[config.mk]
export PLATFORM = sky130hd
export DESIGN_NAME = retrig_oneshot
export DESIGN_NICKNAME = d
export VERILOG_FILES = /design/src/rtl/oneshot_pkg.sv /design/src/rtl/os_input_sync.sv /design/src/rtl/os_trigger_qual.sv /design/src/rtl/os_pulse_timer.sv /design/src/rtl/retrig_oneshot.sv
export SDC_FILE = /design/constraint.sdc
export NUM_CORES = 1
export LEC_CHECK = 0
export BUFFER_PORTS_ARGS = -buffer_cell sky130_fd_sc_hd__buf_2
export CAP_MARGIN = 20
export CORE_UTILIZATION = 36
export DETAILED_ROUTE_END_ITERATION = 10
export GPL_TIMING_DRIVEN = 0
export HOLD_SLACK_MARGIN = 0.05
export PLACE_DENSITY = 0.54
export SKIP_LAST_GASP = 1
export SYNTH_ARGS = -nofsm -noshare
export SYNTH_HDL_FRONTEND = slang
export SYNTH_SLANG_ARGS = --single-unit
[constraint.sdc]
create_clock -name clk -period 7 [get_ports clk]
set_clock_uncertainty 0.1 [all_clocks]
set_input_delay 0.7 -clock clk [delete_from_list [all_inputs] [get_ports clk]]
set_output_delay 0.7 -clock clk [all_outputs]
set_load 0.1 [all_outputs]
[src/rtl/oneshot_pkg.sv]
package oneshot_pkg;

    localparam int DEF_CNT_W       = 16;
    localparam int DEF_SYNC_STAGES = 2;
    localparam int NUM_CTRL        = 3;

    // Bit positions of the control inputs inside the synchroniser vector
    localparam int IDX_GN  = 0;
    localparam int IDX_GP  = 1;
    localparam int IDX_CLR = 2;

    // Idle (non-triggering) levels used at reset
    localparam logic [NUM_CTRL-1:0] CTRL_IDLE = 3'b101;

    typedef struct packed {
        logic clr_n;
        logic gp;
        logic gn;
    } ctrl_lv_t;

    typedef enum logic [1:0] {
        TRIG_NONE = 2'd0,
        TRIG_GP   = 2'd1,
        TRIG_GN   = 2'd2,
        TRIG_CLR  = 2'd3
    } trig_src_e;

    function automatic ctrl_lv_t to_ctrl(input logic [NUM_CTRL-1:0] v);
        ctrl_lv_t c;
        c.gn    = v[IDX_GN];
        c.gp    = v[IDX_GP];
        c.clr_n = v[IDX_CLR];
        return c;
    endfunction

    function automatic logic gates_open(input ctrl_lv_t c);
        return (!c.gn) && c.gp;
    endfunction

endpackage

[src/rtl/os_input_sync.sv]
module os_input_sync
    import oneshot_pkg::*;
#(
    parameter int STAGES = DEF_SYNC_STAGES,
    parameter int NIN    = NUM_CTRL,
    parameter logic [NIN-1:0] IDLE = CTRL_IDLE
) (
    input  logic           clk,
    input  logic           rst,
    input  logic [NIN-1:0] raw,
    output logic [NIN-1:0] cur,
    output logic [NIN-1:0] prv,
    output logic           valid
);
    localparam int VLD_W = STAGES + 1;

    logic [VLD_W-1:0] vld_sh;

    for (genvar i = 0; i < NIN; i++) begin : g_chan
        logic [STAGES-1:0] chain;
        logic              last;
        always_ff @(posedge clk) begin
            if (rst) begin
                chain <= {STAGES{IDLE[i]}};
                last  <= IDLE[i];
            end else begin
                if (STAGES > 1) begin
                    chain <= {chain[STAGES-2:0], raw[i]};
                end else begin
                    chain <= raw[i];
                end
                last <= chain[STAGES-1];
            end
        end
        assign cur[i] = chain[STAGES-1];
        assign prv[i] = last;
    end

    // Edges count only once the chain and history hold real samples
    always_ff @(posedge clk) begin
        if (rst) begin
            vld_sh <= '0;
        end else begin
            vld_sh <= {vld_sh[VLD_W-2:0], 1'b1};
        end
    end
    assign valid = vld_sh[VLD_W-1];

    AST_VALID_AFTER_RESET: assert property (@(posedge clk) disable iff (rst)
        valid |=> valid);

endmodule

[src/rtl/os_trigger_qual.sv]
module os_trigger_qual
    import oneshot_pkg::*;
(
    input  logic      clk,
    input  logic      rst,
    input  ctrl_lv_t  cur,
    input  ctrl_lv_t  prv,
    input  logic      valid,
    output trig_src_e src
);
    logic gp_rise, gn_fall, clr_rise;

    assign gp_rise  = cur.gp && !prv.gp;
    assign gn_fall  = !cur.gn && prv.gn;
    assign clr_rise = cur.clr_n && !prv.clr_n;

    always_comb begin
        src = TRIG_NONE;
        if (valid && gates_open(cur)) begin
            if (clr_rise) begin
                src = TRIG_CLR;
            end else if (cur.clr_n && gp_rise) begin
                src = TRIG_GP;
            end else if (cur.clr_n && gn_fall) begin
                src = TRIG_GN;
            end
        end
    end

    AST_NO_TRIG_WHILE_CLEAR: assert property (@(posedge clk) disable iff (rst)
        !cur.clr_n |-> src == TRIG_NONE);

    AST_NO_TRIG_GATES_SHUT: assert property (@(posedge clk) disable iff (rst)
        (cur.gn || !cur.gp) |-> src == TRIG_NONE);

    AST_QUIET_UNTIL_VALID: assert property (@(posedge clk) disable iff (rst)
        !valid |-> src == TRIG_NONE);

endmodule

[src/rtl/os_pulse_timer.sv]
module os_pulse_timer
    import oneshot_pkg::*;
#(
    parameter int CNT_W = DEF_CNT_W
) (
    input  logic             clk,
    input  logic             rst,
    input  logic             clr_ok,
    input  trig_src_e        src,
    input  logic [CNT_W-1:0] width,
    output logic             q,
    output logic             q_n
);
    logic [CNT_W-1:0] cnt, cnt_nxt;
    logic             fire;

    assign fire = (src != TRIG_NONE);

    always_comb begin
        cnt_nxt = cnt;
        if (!clr_ok) begin
            cnt_nxt = '0;
        end else if (fire) begin
            cnt_nxt = width;
        end else if (cnt != '0) begin
            cnt_nxt = cnt - 1'b1;
        end
    end

    always_ff @(posedge clk) begin
        if (rst) begin
            cnt <= '0;
            q   <= 1'b0;
            q_n <= 1'b1;
        end else begin
            cnt <= cnt_nxt;
            q   <= (cnt_nxt != '0);
            q_n <= (cnt_nxt == '0);
        end
    end

    AST_OUTPUTS_COMPLEMENT: assert property (@(posedge clk) disable iff (rst)
        q_n == !q);

    AST_CLEAR_KILLS: assert property (@(posedge clk) disable iff (rst)
        !clr_ok |=> !q);

    AST_FULL_RELOAD: assert property (@(posedge clk) disable iff (rst)
        (fire && clr_ok && width != '0) |=> (q && cnt == $past(width)));

    AST_ZERO_WIDTH: assert property (@(posedge clk) disable iff (rst)
        (fire && width == '0) |=> !q);

    AST_COUNT_DOWN: assert property (@(posedge clk) disable iff (rst)
        (clr_ok && !fire && cnt != '0) |=> cnt == $past(cnt) - 1'b1);

endmodule

[src/rtl/retrig_oneshot.sv]
module retrig_oneshot
    import oneshot_pkg::*;
#(
    parameter int CNT_W       = DEF_CNT_W,
    parameter int SYNC_STAGES = DEF_SYNC_STAGES
) (
    input  logic             clk,
    input  logic             rst,
    input  logic             gate_n,
    input  logic             gate_p,
    input  logic             clear_n,
    input  logic [CNT_W-1:0] width,
    output logic             pulse,
    output logic             pulse_n
);
    logic [NUM_CTRL-1:0] raw_v, cur_v, prv_v;
    logic                lv_valid;
    ctrl_lv_t            cur_c, prv_c;
    trig_src_e           src;

    always_comb begin
        raw_v          = '0;
        raw_v[IDX_GN]  = gate_n;
        raw_v[IDX_GP]  = gate_p;
        raw_v[IDX_CLR] = clear_n;
    end

    os_input_sync #(
        .STAGES (SYNC_STAGES),
        .NIN    (NUM_CTRL),
        .IDLE   (CTRL_IDLE)
    ) u_sync (
        .clk   (clk),
        .rst   (rst),
        .raw   (raw_v),
        .cur   (cur_v),
        .prv   (prv_v),
        .valid (lv_valid)
    );

    assign cur_c = to_ctrl(cur_v);
    assign prv_c = to_ctrl(prv_v);

    os_trigger_qual u_qual (
        .clk   (clk),
        .rst   (rst),
        .cur   (cur_c),
        .prv   (prv_c),
        .valid (lv_valid),
        .src   (src)
    );

    os_pulse_timer #(
        .CNT_W (CNT_W)
    ) u_timer (
        .clk    (clk),
        .rst    (rst),
        .clr_ok (cur_c.clr_n),
        .src    (src),
        .width  (width),
        .q      (pulse),
        .q_n    (pulse_n)
    );

endmodule

=== Word level (Yosys, flattened, before mapping) ===
Index checks and enable logic that the tools add are counted.

* Flip-flop bits (word level): 30
* Input port bits: 21
* Output and inout bits: 2
* Word-level logic and storage cells: 34

* Add/subtract/negate cells: 1
* Multiplexer cells: 8
* Reduce and logical (&&, ||, !) cells: 14

{| class="wikitable"
|+ Operators with widths
! cell !! number
|-
| 16-bit two-way mux || 3
|-
| 16-bit nonzero test || 2
|-
| 16-bit zero test || 1
|-
| 16-bit by 1-bit subtractor with 16-bit output, second input constant || 1
|-
| 2-bit two-way mux || 4
|-
| 1-bit logical AND || 7
|-
| 1-bit zero test || 3
|-
| 2-bit nonzero test || 1
|-
| 1-bit two-way mux || 1
|}

=== Longest topological paths before layout ===
Gate-level depths: netlist of run 1.

* Depth after elaboration: 11
* Depth in mapped cells: 10
* Mapped depth without buffers: 9

=== Hierarchy ===
From an unflattened synthesis of run 1, not the netlist that was laid out.

* Cells, all modules: 174
* Area, all modules: 1493.9 µm²

{| class="wikitable"
|+ Modules (own cells, without submodules)
! module !! times used !! cells each !! area an instance (µm²)
|-
| os_pulse_timer || 1 || 138 || 1091.0
|-
| os_input_sync || 1 || 31 || 370.4
|-
| os_trigger_qual || 1 || 5 || 32.5
|}

=== Worst setup path before layout of run 1 ===
No wires, ideal clock.

* Kind: register to register
* Start point: register u_timer.cnt[0]
* End point: register u_timer.q
* Library setup time: 0.125 ns
* Arrival: 2.678 ns
* Required time: 6.775 ns
* Slack: 4.097 ns
* Stages on the path, launching flop included: 10
* Clock period less this slack: 2.903 ns
* Cells stage by stage: dfxtp_1 inv_1 ha_1 or4b_2 nor4_4 nor4_1 xnor2_1 a21oi_1 or4_1 o41a_1

* Word-level cells in the longest chain between the ends: 5
* Elaborated cells between the ends (all ways): 6
* Classes of those cells: 1 x add/sub; 3 x mux; 2 x reduce/logical

{| class="wikitable"
|+ Ends and longest elaborated chain
! element !! line !! source
|-
| start: declaration || os_pulse_timer.sv:14 || <nowiki>logic [CNT_W-1:0] cnt, cnt_nxt;</nowiki>
|-
| start signal: assignment || os_pulse_timer.sv:36 || <nowiki>cnt <= cnt_nxt;</nowiki>
|-
| 16-bit by 1-bit subtractor with 16-bit output / 16-bit nonzero test (equally long branches) || os_pulse_timer.sv:26, os_pulse_timer.sv:25 ||
|-
| 16-bit two-way mux * || os_pulse_timer.sv:25 || <nowiki>end else if (cnt != '0) begin</nowiki>
|-
| 16-bit two-way mux * || os_pulse_timer.sv:23 || <nowiki>end else if (fire) begin</nowiki>
|-
| 16-bit two-way mux * || os_pulse_timer.sv:21 || <nowiki>if (!clr_ok) begin</nowiki>
|-
| 16-bit nonzero test * || os_pulse_timer.sv:37 || <nowiki>q <= (cnt_nxt != '0);</nowiki>
|-
| end signal: assignment || os_pulse_timer.sv:37 ||
|-
| end: declaration || os_pulse_timer.sv:11 || <nowiki>output logic q,</nowiki>
|}

Every way passes the cells marked *; elsewhere a longest branch is shown, timed or not.
A chain may end at the register's enable or synchronous reset.

=== Worst setup path in the final report of run 1 ===
Ends and elaborated chain as after synthesis.

==> results of run 1 <==
-- area by class of cell --
class                      instances  share of cell area
multi-input combinational        119               0.460
sequential                        30               0.352
timing repair buffer              22              0.0646
clock buffer                       6              0.0485
tap                               48              0.0352
buffer                             8              0.0206
inverter                           5              0.0110
clock inverter                     2             0.00734
-- sequential cells by signal, indices dropped and copies added (netlist names) --
register,count
u_sync.vld_sh,3
u_timer.q_n,1
u_timer.cnt,16
u_sync.g_chan.chain,6
u_timer.q,1
u_sync.g_chan.last,3
-- power by group --
group          total, mW  switching (mW)  internal (mW)
Combinational      0.386           0.220          0.166
Sequential         0.231          0.0287          0.202
Clock              0.145          0.0663         0.0789
-- critical path: stages, from the launching register on --
cell                        delay, ps
sky130_fd_sc_hd__dfxtp_1          330
sky130_fd_sc_hd__inv_1            110
sky130_fd_sc_hd__ha_1             170
sky130_fd_sc_hd__or4b_2           650
sky130_fd_sc_hd__nor4_4           390
sky130_fd_sc_hd__buf_4            270
sky130_fd_sc_hd__or3_1            130
sky130_fd_sc_hd__a31oi_1          120
sky130_fd_sc_hd__nor4_1           390
sky130_fd_sc_hd__o2111ai_1        210
sky130_fd_sc_hd__o41a_1           460
-- through the flow --
stage	total power, mW	cells
after floorplan	0.528	162
after global placement	0.609	232
after detailed placement	0.613	232
after CTS	0.762	240
after global routing	0.815	240
final	0.762	240
-- final timing paths --
kind                                     to  slack [ps]                      start  depth (start not counted)
hold reg to reg   u_sync.g_chan[2].chain[1]         310  u_sync.g_chan[2].chain[0]                          1
setup reg to reg                  u_timer.q        3550             u_timer.cnt[0]                         10
hold / removal    u_sync.g_chan[2].chain[1]         310  u_sync.g_chan[2].chain[0]                          1
setup / recovery                  u_timer.q        3550             u_timer.cnt[0]                         10
-- routing by layer --
metal | up-vias | GRT usage | routed length, um | part of all wire
met5 | - | 0 | 0 | 0
met4 | 0 | 0.0462 | 29 | 0.0085
met3 | 4 | 0.0556 | 143 | 0.042
met2 | 28 | 0.276 | 1530 | 0.45
met1 | 589 | 0.232 | 1690 | 0.50
li1 | 652 | - | - | -
-- synthesized netlist by cell type, drive strengths merged, types with 6 or more instances --
cell type  instances  area share
o21ai             14       0.049
or3                6       0.026
or4                8       0.044
nand2              7       0.018
and2              10       0.043
a31oi              7       0.030
dfxtp             30        0.42
nor4               7       0.041
nor2              11       0.029
-- kinds of logic (layout without fill, tap and decap cells) --
family | count (synthesis) | count (layout) | share of synthesized area
AND/OR/NAND/NOR | 70 | 70 | 0.299
AO/OA/AOI/OAI | 36 | 36 | 0.157
flip-flops | 30 | 30 | 0.417
buffers and inverters | 13 | 43 | 0.0374
XOR/XNOR | 6 | 6 | 0.0365
multiplexers | 5 | 5 | 0.0357
adder cells (fa/ha/maj) | 2 | 2 | 0.0174
==> summary.txt, run 1 <==
==================================================================================================
Run status                                                                               completed
Weighted congestion reported at the end of routability-driven placement                      0.782
Total grt overflow                                                                               0
Global-route total usage across every layer                                                  0.176
Hold Vio Cnt, Final                                                                              0
Total negative slack for setup checks                                                         0 ps
Diodes inserted                                                                                  0
Number of hold-repair buffers added at the cts stage                                             0
Width of the die                                                                           65.2 um
Max capacitance violation total                                                                  0
Std-Cell Rows                                                                                   22
Post-layout utilization of the core                                                          0.455
Storage element area                                                                      601 um^2
Antenna viol nets, final                                                                         0
Maximum frequency from static timing analysis                                            0.290 GHz
Number of warnings issued by yosys                                                               0
Worst min-delay path category                                                           reg -> reg
Ratio of total power to cell area                                                      447 nW/um^2
Die Span Y                                                                                 65.2 um
DRC violation count after routing                                                                0
CP arrival                                                                                 3510 ps
Vias in the first global route                                                               1,167
Leading cell type in the layout, fill and taps excluded                               sky130_fd_sc_hd__dfxtp_1
Startpoint kind of the worst setup timing path                                           flip-flop
Share of synthesized area occupied by flip-flops and latches                                 0.417
CP Max Fanout                                                                                   10
Total nets after synthesis                                                                     185
Standby leakage power                                                                     0.706 nW
Skew-Pair Late Insertion Delay                                                              280 ps
Prevailing post-synth register cell                                                   sky130_fd_sc_hd__dfxtp_1
DRC violation total after the first TritonRoute iteration                                       39
Relative max-transition margin                                                               0.635
CTS tree                                                                                      done
Critical Path End Type                                                                   flip-flop
Worst hold margin                                                                           308 ps
Layout cells sized above 1                                                                   0.224
Synth-to-layout area growth                                                                  18.4%
Boundary pin count                                                                              23
Clk root buf                                                                          sky130_fd_sc_hd__clkbuf_8
Global-route wire length before repair                                                     5520 um
Syn Inst Count                                                                                 162
Pre-CTS setup slack                                                                        3650 ps
Maximum ir drop on the vdd rail                                                         0.000208 V
Post CTS Setup Buffer Count                                                                      0
Average cell area after synthesis                                                        8.88 um^2
Post-CTS Resized                                                                                 0
Detailed-router iteration count before antenna repair                                            6
Initial Util                                                                                 0.384
Worst Path Class, Setup                                                                 reg -> reg
Area occupied by multi-input gates                                                        785 um^2
Die ar.                                                                                  4250 um^2
Library cells used by synthesis                                                                 37
Number of synthesized register bits                                                             30
Core footprint                                                                           3740 um^2
Transition time at the pin with the least slew margin                                       547 ps
Standard cell area after detailed placement                                              1610 um^2
Largest net degree at the start of global routing                                               11
TritonCTS Buffers                                                                                5
Routed wire length                                                                         3400 um
Async set-or-reset flop fraction in the synthesized netlist                                      0
RSZ-0062 raised after global routing                                                            no
Mapped cell area                                                                         1440 um^2
Number of H-tree levels                                                                          2
Routed vias                                                                                  1,273
Total of buffers placed on input and output ports                                               22
Number of antenna violations at the first check in global routing                                0
Req. time, crit path                                                                       7060 ps
Final-stage net count                                                                          214
Clock transition time at the flip-flop clock pins of the worst setup and hold paths          70 ps
Half-perimeter wire length after detailed placement                                        2440 um
Fillers                                                                                        404
Max-slew violation total from the final report                                                   0
Top library cells by usage in the layout, fill and taps aside                         sky130_fd_sc_hd__dfxtp_1 (30), sky130_fd_sc_hd__buf_2 (23), sky130_fd_sc_hd__o21ai_0 (14), sky130_fd_sc_hd__nor2_1 (11), sky130_fd_sc_hd__and2_1 (10)
Max Root-Sink Buffers                                                                            2
Routed wire length per instance                                                            14.1 um
Setup violation total in the final timing report                                                 0
TritonCTS sink count                                                                            30
Period utilisation layout                                                                    0.493
Final instance area                                                                      1700 um^2
Final worst slack                                                                          3550 ps
Count of flip-flops with a built-in enable after synthesis                                       0
Post-DR vias/cell                                                                             5.30
Time the worst path needs with I/O delays and setup                                        3450 ps
==================================================================================================
(Power assumes the default switching activity.)
==> run 2, diff against run 1 <==
PLACE_DENSITY = 0.56   (was 0.54)
clock period = 2.97 ns   (was 7 ns; I/O delays follow)
==> summary.txt, run 2 (synthesis gave the netlist of run 1 again) <==
==================================================================================================
Run status                                                                               completed
Cell-by-cell listing of the critical path                                             or4_4, nor4_4, buf_4, nor3_2, xnor2_1, a21oi_1, or4_4, o41a_1
CTS tree                                                                                      done
Register name with the most flops                                                      u_timer.cnt
Crit-path leading delay family                                                        simple AND/OR/NAND/NOR gates
Final-stage net count                                                                          223
Post-DR vias/cell                                                                             5.36
Worst path slowest cell                                                               sky130_fd_sc_hd__or4_4
Flip-flop count of the largest register after layout                                            16
RSZ-0062 raised after global routing                                                           yes
Cell count after placement                                                                     232
Transition time at the pin with the least slew margin                                       539 ps
Number of antenna violations at the first check in global routing                                0
Wire length on met3                                                                         160 um
Largest registers                                                                     u_timer.cnt (16), u_sync.g_chan.chain (6)
Synth-to-layout area growth                                                                  29.3%
Maximum ir drop on the vdd rail                                                         0.000565 V
Global-route total usage across every layer                                                  0.191
Std-Cell Rows                                                                                   22
Half-perimeter wire length after detailed placement                                        2440 um
CP arrival                                                                                 3000 ps
Clk root buf                                                                          sky130_fd_sc_hd__clkbuf_8
Critical Path End Type                                                                   flip-flop
CP Max Fanout                                                                                    5
Vias in the first global route                                                               1,276
Metal2 WL                                                                                  1670 um
Post-layout power                                                                          2.11 mW
Boundary pin count                                                                              23
Standby leakage power                                                                     0.775 nW
Startpoint kind of the worst setup timing path                                           flip-flop
Req. time, crit path                                                                       3040 ps
Leading cell type in the layout, fill and taps excluded                               sky130_fd_sc_hd__dfxtp_1
Period utilisation layout                                                                    0.987
Layout cells sized above 1                                                                   0.340
Crit Reg-Reg Startpoint                                                               u_timer.cnt[5]
Total routed wire length on the met1 layer                                                 1690 um
Die Span Y                                                                                 65.2 um
Relative max-transition margin                                                               0.641
Total negative slack for setup checks                                                         0 ps
Setup violation total in the final timing report                                                 0
Skew-Pair Late Insertion Delay                                                              280 ps
Total of buffers placed on input and output ports                                               22
Worst hold margin                                                                          93.9 ps
Top metal layer carrying routed signals                                                       met4
TritonCTS Buffers                                                                                5
Antenna viol nets, final                                                                         0
Total grt overflow                                                                               0
Clock transition time at the flip-flop clock pins of the worst setup and hold paths          70 ps
Ratio of total power to cell area                                                     1130 nW/um^2
Routed wire length                                                                         3610 um
Maximum frequency from static timing analysis                                            0.341 GHz
Weighted congestion reported at the end of routability-driven placement                      0.801
Largest net degree at the start of global routing                                               11
R2R Setup Slk                                                                                40 ps
Diodes inserted                                                                                  0
Worst min-delay path category                                                            in -> reg
TritonCTS sink count                                                                            30
Final instance count without filler cells                                                      248
DRC violation total after the first TritonRoute iteration                                      125
Number of H-tree levels                                                                          2
Detailed-router iteration count before antenna repair                                            4
Initial Util                                                                                 0.384
Standard cell area after detailed placement                                              1610 um^2
Max-slew violation total from the final report                                                   0
Routed vias                                                                                  1,330
Global-route wire length before repair                                                     6020 um
First element of the critical path                                                    u_timer.cnt[5]
Worst Hold Launch                                                                          clear_n
Pre-CTS setup slack                                                                        -433 ps
Cell mode on critical path                                                            sky130_fd_sc_hd__or4_4
Width of the die                                                                           65.2 um
Max Root-Sink Buffers                                                                            2
Final instance area                                                                      1860 um^2
Top library cells by usage in the layout, fill and taps aside                         sky130_fd_sc_hd__dfxtp_1 (25), sky130_fd_sc_hd__buf_2 (23), sky130_fd_sc_hd__o21ai_0 (14), sky130_fd_sc_hd__nor2_1 (11)
Core footprint                                                                           3740 um^2
Die ar.                                                                                  4250 um^2
Hold Vio Cnt, Final                                                                              0
Final worst slack                                                                          39.9 ps
DRC violation count after routing                                                                0
Max capacitance violation total                                                                  0
Max stage delay on crit path                                                                560 ps
Post-layout utilization of the core                                                          0.497
Worst Path Class, Setup                                                                 reg -> reg
Number of buffer and inverter stages on the critical path                                        1
Time the worst path needs with I/O delays and setup                                        2930 ps
Routed wire length per instance                                                            14.6 um
==================================================================================================
-- run 2: layout make-up --
type	count	area, um^2
multi-input cells	119	840
plain buffers	7	35.0
well taps	48	60.1
repair buffers	32	185
fillers	383	1880
inverters	5	18.8
clock buffers	6	82.6
flip-flops and latches	30	609
clock inverters	1	30.0
-- run 2: worst paths after layout --
| check | end | depth (start not counted) |
|---|---|---|
| max | u_timer.q | 8 |
| min | u_sync.g_chan[2].chain[0] | 2 |
| max reg2reg | u_timer.q | 8 |
| min reg2reg | u_sync.g_chan[2].chain[1] | 1 |
-- run 2: power by group --
group | leakage [nW] | switching, mW | internal [mW]
sequential | 0.249 | 0.0751 | 0.483
combinational | 0.468 | 0.571 | 0.555
clock | 0.0573 | 0.159 | 0.268
-- run 2: worst register-to-register path, cell delays in order, from the launching register on --
cell and delay (ps):
sky130_fd_sc_hd__dfxtp_4 360, sky130_fd_sc_hd__or4_4 560, sky130_fd_sc_hd__nor4_4 350, sky130_fd_sc_hd__buf_4 200
sky130_fd_sc_hd__nor3_2 40, sky130_fd_sc_hd__xnor2_1 130, sky130_fd_sc_hd__a21oi_1 100, sky130_fd_sc_hd__or4_4 560
sky130_fd_sc_hd__o41a_1 420
-- run 2: routing by layer --
layer | GRT usage | vias to the layer above
met1 | 0.245 | 621
met2 | 0.294 | 33
met3 | 0.0451 | 11
met5 | 0 | -
li1 | - | 665
met4 | 0.103 | 0
-- run 2: timing repair --
action,in CTS,in global routing
setup endpoints to repair,2,2
setup buffers,3,7
pin swaps,8,10
resized for setup,7,13
hold buffers,0,0
endpoints found under the hold margin,0,0
